[src/rtl/fts_pkg.sv]
package fts_pkg;

   // per-cycle action taken by one thread's hold-out gate
   typedef enum logic [1:0] {
      GATE_IDLE = 2'd0,   // thread eligible, nothing to do
      GATE_LOAD = 2'd1,   // long-delay hit: hold out, (re)load counter
      GATE_FREE = 2'd2,   // core resolved dependence: release now
      GATE_TICK = 2'd3    // held out: count down toward parole
   } gate_cmd_e;

   localparam int unsigned DEF_THREADS     = 4;
   localparam int unsigned DEF_CNT_W       = 8;
   localparam int unsigned DEF_DELAY_W     = 7;
   localparam int unsigned DEF_LENIENT_MAX = 5;
   localparam int unsigned DEF_PAROLE_AT   = 5;

endpackage

[src/rtl/fts_hold_gate.sv]
module fts_hold_gate
   import fts_pkg::*;
#(
   parameter int unsigned DELAY_W     = DEF_DELAY_W,
   parameter int unsigned LENIENT_MAX = DEF_LENIENT_MAX,
   parameter int unsigned PAROLE_AT   = DEF_PAROLE_AT
) (
   input  logic               clk,
   input  logic               rst_n,
   input  logic               hit_i,
   input  logic [DELAY_W-1:0] delay_i,
   input  logic               resolve_i,
   output logic               held_o,
   output logic [DELAY_W-1:0] left_o
);

   localparam logic [DELAY_W-1:0] LEN_V     = DELAY_W'(LENIENT_MAX);
   localparam logic [DELAY_W-1:0] RELEASE_V = DELAY_W'(PAROLE_AT + 1);
   localparam logic [DELAY_W-1:0] ONE_V     = DELAY_W'(1);

   logic               held_q;
   logic [DELAY_W-1:0] left_q;
   logic               heavy;
   gate_cmd_e          cmd;
   logic [DELAY_W-1:0] reload;

   assign heavy  = hit_i && (delay_i > LEN_V);
   assign reload = (held_q && (left_q > delay_i)) ? left_q : delay_i;

   always_comb begin
      if (heavy)          cmd = GATE_LOAD;
      else if (!held_q)   cmd = GATE_IDLE;
      else if (resolve_i) cmd = GATE_FREE;
      else                cmd = GATE_TICK;
   end

   always_ff @(posedge clk) begin
      if (!rst_n) begin
         held_q <= 1'b0;
         left_q <= '0;
      end else begin
         unique case (cmd)
            GATE_LOAD: begin
               held_q <= 1'b1;
               left_q <= reload;
            end
            GATE_FREE: begin
               held_q <= 1'b0;
               left_q <= '0;
            end
            GATE_TICK: begin
               if (left_q <= RELEASE_V) begin
                  held_q <= 1'b0;
                  left_q <= '0;
               end else begin
                  left_q <= left_q - ONE_V;
               end
            end
            default: begin
               held_q <= held_q;
               left_q <= left_q;
            end
         endcase
      end
   end

   assign held_o = held_q;
   assign left_o = left_q;

endmodule

[src/rtl/fts_min_pick.sv]
module fts_min_pick
   import fts_pkg::*;
#(
   parameter int unsigned NUM_THREADS = DEF_THREADS,
   parameter int unsigned CNT_W       = DEF_CNT_W,
   parameter bit          ROTATE_TIES = 1'b1,
   localparam int unsigned TID_W      = (NUM_THREADS > 1) ? $clog2(NUM_THREADS) : 1
) (
   input  logic [NUM_THREADS-1:0]       elig_i,
   input  logic [NUM_THREADS*CNT_W-1:0] cnt_i,
   input  logic [TID_W-1:0]             ptr_i,
   output logic                         found_o,
   output logic [TID_W-1:0]             tid_o
);

   logic [CNT_W-1:0] cnt_a [NUM_THREADS];
   logic [TID_W-1:0] start;

   for (genvar g = 0; g < NUM_THREADS; g++) begin : g_unpack
      assign cnt_a[g] = cnt_i[g*CNT_W +: CNT_W];
   end

   if (ROTATE_TIES) begin : g_rotate
      assign start = ptr_i;
   end else begin : g_fixed
      logic unused_ptr;
      assign unused_ptr = ^ptr_i;
      assign start = '0;
   end

   logic [TID_W-1:0] cand;
   logic [CNT_W-1:0] best_cnt;

   always_comb begin
      found_o  = 1'b0;
      tid_o    = '0;
      best_cnt = '1;
      cand     = '0;
      for (int k = 0; k < NUM_THREADS; k++) begin
         cand = start + TID_W'(k);
         if (elig_i[cand] && (!found_o || (cnt_a[cand] < best_cnt))) begin
            found_o  = 1'b1;
            tid_o    = cand;
            best_cnt = cnt_a[cand];
         end
      end
   end

endmodule

[src/rtl/fts_rr_ptr.sv]
module fts_rr_ptr
   import fts_pkg::*;
#(
   parameter int unsigned NUM_THREADS = DEF_THREADS,
   localparam int unsigned TID_W      = (NUM_THREADS > 1) ? $clog2(NUM_THREADS) : 1
) (
   input  logic             clk,
   input  logic             rst_n,
   input  logic             adv_i,
   input  logic [TID_W-1:0] last_i,
   output logic [TID_W-1:0] ptr_o
);

   localparam logic [TID_W-1:0] STEP = TID_W'(1);

   always_ff @(posedge clk) begin
      if (!rst_n)     ptr_o <= '0;
      else if (adv_i) ptr_o <= last_i + STEP;
   end

endmodule

[src/rtl/fetch_thread_sel.sv]
module fetch_thread_sel
   import fts_pkg::*;
#(
   parameter int unsigned NUM_THREADS = DEF_THREADS,
   parameter int unsigned CNT_W       = DEF_CNT_W,
   parameter int unsigned DELAY_W     = DEF_DELAY_W,
   parameter int unsigned LENIENT_MAX = DEF_LENIENT_MAX,
   parameter int unsigned PAROLE_AT   = DEF_PAROLE_AT,
   parameter bit          ROTATE_TIES = 1'b1,
   localparam int unsigned TID_W      = (NUM_THREADS > 1) ? $clog2(NUM_THREADS) : 1
) (
   input  logic                           clk,
   input  logic                           rst_n,
   input  logic                           fe_stall_i,
   input  logic [NUM_THREADS*CNT_W-1:0]   inflight_cnt_i,
   input  logic [NUM_THREADS-1:0]         dep_hit_i,
   input  logic [NUM_THREADS*DELAY_W-1:0] dep_delay_i,
   input  logic [NUM_THREADS-1:0]         resolve_i,
   output logic [TID_W-1:0]               sel_tid_o,
   output logic                           sel_valid_o
);

   // elaboration-time parameter checks
   if (NUM_THREADS < 2 || (NUM_THREADS & (NUM_THREADS - 1)) != 0) begin : g_bad_threads
      $error("fetch_thread_sel: NUM_THREADS must be a power of two >= 2");
   end
   if (PAROLE_AT > LENIENT_MAX) begin : g_bad_parole
      $error("fetch_thread_sel: PAROLE_AT must not exceed LENIENT_MAX");
   end
   if (LENIENT_MAX + 1 >= (1 << DELAY_W)) begin : g_bad_delay_w
      $error("fetch_thread_sel: DELAY_W too narrow for LENIENT_MAX");
   end
   if (CNT_W < 1) begin : g_bad_cnt_w
      $error("fetch_thread_sel: CNT_W must be positive");
   end

   logic [NUM_THREADS-1:0]         excl_q;
   logic [NUM_THREADS*DELAY_W-1:0] cnt_q;
   logic [TID_W-1:0]               rr_ptr;
   logic                           found;
   logic [TID_W-1:0]               pick_tid;

   for (genvar t = 0; t < NUM_THREADS; t++) begin : g_gate
      fts_hold_gate #(
         .DELAY_W    (DELAY_W),
         .LENIENT_MAX(LENIENT_MAX),
         .PAROLE_AT  (PAROLE_AT)
      ) u_gate (
         .clk      (clk),
         .rst_n    (rst_n),
         .hit_i    (dep_hit_i[t]),
         .delay_i  (dep_delay_i[t*DELAY_W +: DELAY_W]),
         .resolve_i(resolve_i[t]),
         .held_o   (excl_q[t]),
         .left_o   (cnt_q[t*DELAY_W +: DELAY_W])
      );
   end

   fts_min_pick #(
      .NUM_THREADS(NUM_THREADS),
      .CNT_W      (CNT_W),
      .ROTATE_TIES(ROTATE_TIES)
   ) u_pick (
      .elig_i (~excl_q),
      .cnt_i  (inflight_cnt_i),
      .ptr_i  (rr_ptr),
      .found_o(found),
      .tid_o  (pick_tid)
   );

   fts_rr_ptr #(
      .NUM_THREADS(NUM_THREADS)
   ) u_ptr (
      .clk   (clk),
      .rst_n (rst_n),
      .adv_i (sel_valid_o),
      .last_i(pick_tid),
      .ptr_o (rr_ptr)
   );

   assign sel_valid_o = found && !fe_stall_i;
   assign sel_tid_o   = pick_tid;

endmodule

[config.mk]
export PLATFORM = sky130hd
export DESIGN_NAME = fetch_thread_sel
export DESIGN_NICKNAME = d
export VERILOG_FILES = /design/src/rtl/fts_pkg.sv /design/src/rtl/fts_hold_gate.sv /design/src/rtl/fts_min_pick.sv /design/src/rtl/fts_rr_ptr.sv /design/src/rtl/fetch_thread_sel.sv
export SDC_FILE = /design/constraint.sdc
export NUM_CORES = 1
export LEC_CHECK = 0
export ABC_CLOCK_PERIOD_IN_PS = 9900
export BUFFER_PORTS_ARGS = -buffer_cell sky130_fd_sc_hd__buf_2
export CORE_MARGIN = 5
export CORE_UTILIZATION = 30
export CTS_CLUSTER_SIZE = 40
export DETAILED_ROUTE_END_ITERATION = 6
export GPL_ROUTABILITY_DRIVEN = 1
export GPL_TIMING_DRIVEN = 0
export SYNTH_ARGS = -nofsm -noshare
export SYNTH_HDL_FRONTEND = slang
export SYNTH_SLANG_ARGS = --single-unit
[constraint.sdc]
create_clock -name clk -period 9.9 [get_ports clk]
set_input_delay 0.495 -clock clk [delete_from_list [all_inputs] [get_ports clk]]
set_output_delay 0.495 -clock clk [all_outputs]
set_load 0.02 [all_outputs]
# [Word level (Yosys, flattened, before mapping)]
# Cells that the tools add are included.
[word_totals] regBits=34 in_bits=71 output_inout_bits=3
[op_classes] bitwise=5 n_lt_le_gt_ge=23 eq_ne=20 add_sub_neg=8 muxes=63 n_reduce_logical=31
[ops] cell="8-bit two-way mux" n=11
[ops] cell="7-bit one-hot mux with 3 select lines" n=4
[ops] cell="8-bit binary-select mux with 2-bit select" n=4
[ops] cell="7-bit two-way mux" n=8
[ops] cell="7-bit by 3-bit greater-than comparator with 1-bit output, second input constant" n=4
[ops] cell="7-bit greater-than comparator" n=4
[ops] cell="7-bit by 3-bit <= comparator with 1-bit output, second input constant" n=4
[ops] cell="7-bit by 1-bit subtractor with 7-bit output, second input constant" n=4
[ops] cell="8-bit < comparator" n=3
[ops] cell="2-bit two-way mux" n=12
[ops] cell="2-bit == test, second input constant" n=8
[ops] cell="1-bit two-way mux" n=16
[ops] cell="2-bit AND reduction" n=8
[ops] cell="3-bit >= comparator, second input constant" n=4
[ops] cell="1-bit logical AND" n=12
[ops] cell="2-bit by 3-bit < comparator with 1-bit output, second input constant" n=4
[ops] cell="2-bit inverter with 3-bit output" n=4
[ops] cell="1-bit one-hot mux with 3 select lines" n=4
[ops] cell="3-bit nonzero test" n=4
[ops] cell="1-bit binary-select mux with 2-bit select" n=4
[ops] cell="2-bit by 1-bit == test with 1-bit output, second input constant" n=4
[ops] cell="2-bit by 1-bit inequality test with 1-bit output, second input constant" n=4
[ops] cell="2-bit inequality test, second input constant" n=4
[ops] cell="2-bit by 1-bit adder with 2-bit output, second input constant" n=2
[ops] cell="4 further kinds" n=10

# [Longest topological paths before layout]
[depth] word_depth=18 ltp_mapped=36 ltp_nobuf=29

# [Cells and area by module]
# Synthesis repeated with hierarchy kept, for this count alone.
[unflattened] hier_cells=657 hier_area_um2=5318.9
[modules_own_cells] mod="fts_hold_gate" area_per_inst_um2=764.5 cells_each=94 n_inst=4
[modules_own_cells] mod="fts_min_pick" area_per_inst_um2=2159.6 cells_each=269 n_inst=1
[modules_own_cells] mod="fts_rr_ptr" area_per_inst_um2=72.6 cells_each=7 n_inst=1
[modules_own_cells] mod="fetch_thread_sel" area_per_inst_um2=28.8 cells_each=5 n_inst=1

# [Least setup slack after synthesis]
# Ideal clock, no wire load.
[synth_path] path_kind="reg-to-output" start="register (tool-made name)" end="output port sel_tid_o[0]" arrival_time_ns=6.851 path_stages_with_launch=32 path_slack_ns=2.554 path_buffers=7 cell_sequence="dfxtp_1 buf_6 buf_2 buf_2 clkbuf_1 buf_1 mux4_2 ha_1 nand3_1 a221oi_1 o32ai_4 a21oi_1 clkbuf_1 mux2i_1 inv_1 ha_1 o21a_1 o21ai_0 a21oi_1 o21ai_0 a31oi_1 buf_2 mux2i_1 ha_1 o21a_1 o21ai_0 a21oi_1 o311ai_0 nor2_1 mux2i_2 a311o_1 o211a_1"
[synth_lines] element="end, declared" line="fetch_thread_sel.sv:19" text="output logic [TID_W-1:0] sel_tid_o,"

# [Worst setup path after layout]
[layout_path] start="register u_ptr.ptr_o[1]" end="output port sel_tid_o[0]"
[layout_via] elab_chain_cells=17
[layout_lines] element="start, declared" line="fts_rr_ptr.sv:11" text="output logic [TID_W-1:0] ptr_o"
[layout_lines] element="start signal, assigned" line="fts_rr_ptr.sv:18" text="else if (adv_i) ptr_o <= last_i + STEP;"
[layout_lines] element="2-bit by 1-bit adder with 2-bit output / 2-bit inverter with 3-bit output (equally long branches)"
[layout_lines] element="2-bit inverter with 3-bit output (implied by the code) / 8-bit binary-select mux with 2-bit select (equally long branches)"
[layout_lines] element="8-bit binary-select mux with 2-bit select / 8-bit two-way mux (equally long branches)"
[layout_lines] element="8-bit two-way mux, on equally long branches"
[layout_lines] element="8-bit two-way mux, on equally long branches" line="fts_min_pick.sv:41, fts_min_pick.sv:44"
[layout_lines] element="8-bit < comparator" line="fts_min_pick.sv:41" text="if (elig_i[cand] && (!found_o || (cnt_a[cand] < best_cnt))) begin"
[layout_lines] element="1-bit logical OR" line="fts_min_pick.sv:41"
[layout_lines] element="1-bit logical AND" line="fts_min_pick.sv:41"
[layout_lines] element="8-bit two-way mux / 1-bit two-way mux (equally long branches)" line="fts_min_pick.sv:41"
[layout_lines] element="8-bit < comparator / 1-bit zero test (equally long branches)" line="fts_min_pick.sv:41"
[layout_lines] element="1-bit logical OR" line="fts_min_pick.sv:41"
[layout_lines] element="1-bit logical AND" line="fts_min_pick.sv:41"
[layout_lines] element="8-bit two-way mux / 1-bit two-way mux (equally long branches)" line="fts_min_pick.sv:41"
[layout_lines] element="8-bit < comparator / 1-bit zero test (equally long branches)" line="fts_min_pick.sv:41"
[layout_lines] element="1-bit logical OR" line="fts_min_pick.sv:41"
[layout_lines] element="1-bit logical AND" line="fts_min_pick.sv:41"
[layout_lines] element="2-bit two-way mux (*)" line="fts_min_pick.sv:41"
# Mark *: on every way between the ends. The rest lies on a longest branch, timed or not. The select of a mux whose other input is x is not followed.

==> flow_summary.json <==
{
  "status": "finished, final reports clean",
  "wire_per_inst_um": 14.3,
  "cts_setup_buffers": 0,
  "max_stage_delay_ns": 0.48,
  "layout-drive-gt1-share_pct": 17.6,
  "die_y_um": 136,
  "ys_types": 65,
  "gp_congestion": 0.851,
  "post-route-min-period_ns": 8.88,
  "ir_drop_mv": 0.100,
  "finalSetupViolCount": 0,
  "power_density_nw_per_um2": 240,
  "drv_slew": 0,
  "cap_violations": 0,
  "setup_ws_ns": 1.02,
  "slew_headroom_pct": 44.4,
  "die_width_um": 136,
  "grt_util_met3_pct": 1.11,
  "synth_edf_count": 0,
  "clk_root_buffer_cell": "clkbuf_16",
  "num_antenna_cells": 0,
  "io-pin-count": 74,
  "async_reset_ff_share_pct": 0,
  "drc_errors": 0,
  "cp_max_fo": 10,
  "numCtsBuffers": 5,
  "cp.arrival_ns": 8.39,
  "tns_ns": 0,
  "syn_area_um2": 4730,
  "postRouteAntennaNets": 0,
  "die_area_um2": 18400,
  "grt_pass1_wl_um": 21600,
  "fin_util_pct": 35.6,
  "routed_wirelength_um": 13100,
  "firstDrtPassIters": 5,
  "finalHoldViolations": 0,
  "fin_crit_sh_pct": 89.7,
  "cp-start-kind": "flip-flop",
  "io_buffers": 73,
  "htree_levels": 2,
  "postSynthAreaPerCell_um2": 7.63,
  "syn_to_final_growth_pct": 17.6,
  "clock_path_buffers": 2,
  "yosys_most_used_dff": "dfxtp_1",
  "tritoncts": "done",
  "numClockSinks": 34,
  "gr-max-usage-layer": "met2",
  "ys_warn_count": 0,
  "final.setup_skew_ns": 0.00508,
  "vias": 4734,
  "nNetsFinal": 826,
  "grt_max_degree": 12,
  "row_count": 46,
  "pre_cts_ws_ns": 0.796,
  "drtIter0Drc": 268,
  "layout_common_cells": "82 x nor2_1, 77 x buf_2, 59 x nand2_1",
  "grt_use_total_pct": 14.0,
  "fmax_mhz": 113,
  "overflow": 0,
  "p_leak_uw": 0.00248,
  "ys_seq_area_share_pct": 14.4,
  "synthCells": 620,
  "grt_pass1_vias": 4546,
  "vias_per_cell": 5.17,
  "path_class": "reg -> out",
  "antenna_found_initial": 0,
  "synth-seq-cells": 34,
  "initial_utilization_pct": 30.2,
  "clock_latency_ns": 0.28,
  "cts.clk_slew.worst_paths_ns": 0.05,
  "gr-usage-met1_pct": 19.3,
  "final_common_cell": "nor2_1",
  "fill_cells": 1721,
  "slowest_stage": "a21oi_1",
  "worstSetupEndpointType": "output pin",
  "rsz0062_at_grt": "no",
  "worst_pin_slew_ns": 0.831,
  "mappedNetlistNets": 747,
  "grt_use_met2_pct": 23.4,
  "worstHoldPathType": "in -> reg",
  "core_um2": 15700,
  "place_hpwl_um": 10500,
  "worstPathRequired_ns": 9.41
}
cells by family (layout without fill, tap and decap cells):
group	Yosys count	count (layout)	synth area share, %
flip-flops	34	34	14.4
buffers and inverters	73	153	6.21
multiplexers	48	48	16.3
AND/OR/NAND/NOR	224	224	22.6
AO/OA/AOI/OAI	177	177	24.2
XOR/XNOR	8	8	1.48
adder cells (fa/ha/maj)	56	56	14.8
state kept, by name, summed over array words and instances (netlist names), named ones only:
name / flops
g_gate.u_gate.held_o: 4
g_gate.u_gate.left_o: 28
u_ptr.ptr_o: 1
layer usage:
layer / wire (µm) / share of wire [%]
met5: 0 / 0
met4: 191 / 1.5
met3: 487 / 3.7
met2: 5980 / 46
met1: 6430 / 49
path summary, 6_finish.rpt:
path,startpoint,end,slack [ns],cells past startpoint
hold / removal,rst_n,u_ptr.ptr_o[1],0.48,3
hold reg to reg,g_gate[3].u_gate.left_o[5],g_gate[3].u_gate.left_o[5],0.50,2
setup reg to reg,u_ptr.ptr_o[1],u_ptr.ptr_o[1],1.62,33
setup / recovery,u_ptr.ptr_o[1],sel_tid_o[0],1.02,32
what timing repair did:
item                       4_1_cts  5_1_grt
resized for setup                0        4
hold buffers                     0        0
setup endpoints to repair        0        2
worst max-delay path: cells and delay by family (launching register included):
family	cells	cell delay (ns)
compound gates	14	3.24
buf+inv	8	2.35
mux	3	0.88
fa+ha+maj	3	0.88
flops	1	0.43
simple gates	4	0.30
layout make-up:
type / count / area, µm² / area share (%)
Inverter: 47 / 176 / 3.17
Multi-Input combinational cell: 513 / 3760 / 67.5
Clock inverter: 2 / 60.1 / 1.08
Buffer: 25 / 118 / 2.11
Tap cell: 216 / 270 / 4.85
Clock buffer: 6 / 139 / 2.49
Timing Repair Buffer: 73 / 365 / 6.56
Sequential cell: 34 / 681 / 12.2
power by group:
part	switching, µW	internal (µW)
sequential	17.5	151
clock	58.9	151
combinational	537	419
total	613	721
Yosys cell counts, drive strengths merged (4+ instances only):
master,instances,area share [%]
a211oi,15,2.5
a21o,8,1.3
a21oi,45,4.8
a22oi,10,1.6
a31oi,4,0.53
a32oi,4,0.74
buf,10,1.2
clkbuf,16,1.3
dfxtp,34,14
ha,56,15
inv,47,3.7
mux2i,23,4.9
mux4,22,11
nand2,59,4.7
nand2b,13,1.7
nand3,10,1.1
nand3b,4,0.63
nand4,6,0.79
nor2,82,6.5
nor2b,8,1.1
nor3,11,1.2
nor3b,7,1.1
nor4,6,0.93
o21a,8,1.3
o21ai,55,5.8
o22ai,5,0.66
or3,5,0.66
xnor2,6,1.1
stage by stage:
stage | power (µW) | hold slack, ns | cell area, µm² | std cells
after floorplan | 903 | 0.461 | 4730 | 620
after global placement | 1120 | 0.490 | 5370 | 909
after detailed placement | 1120 | 0.495 | 5370 | 909
after CTS | 1340 | 0.474 | 5570 | 917
after global routing | 1460 | 0.500 | 5570 | 916
final | 1330 | 0.478 | 5570 | 916
(Power assumes the default switching activity.)
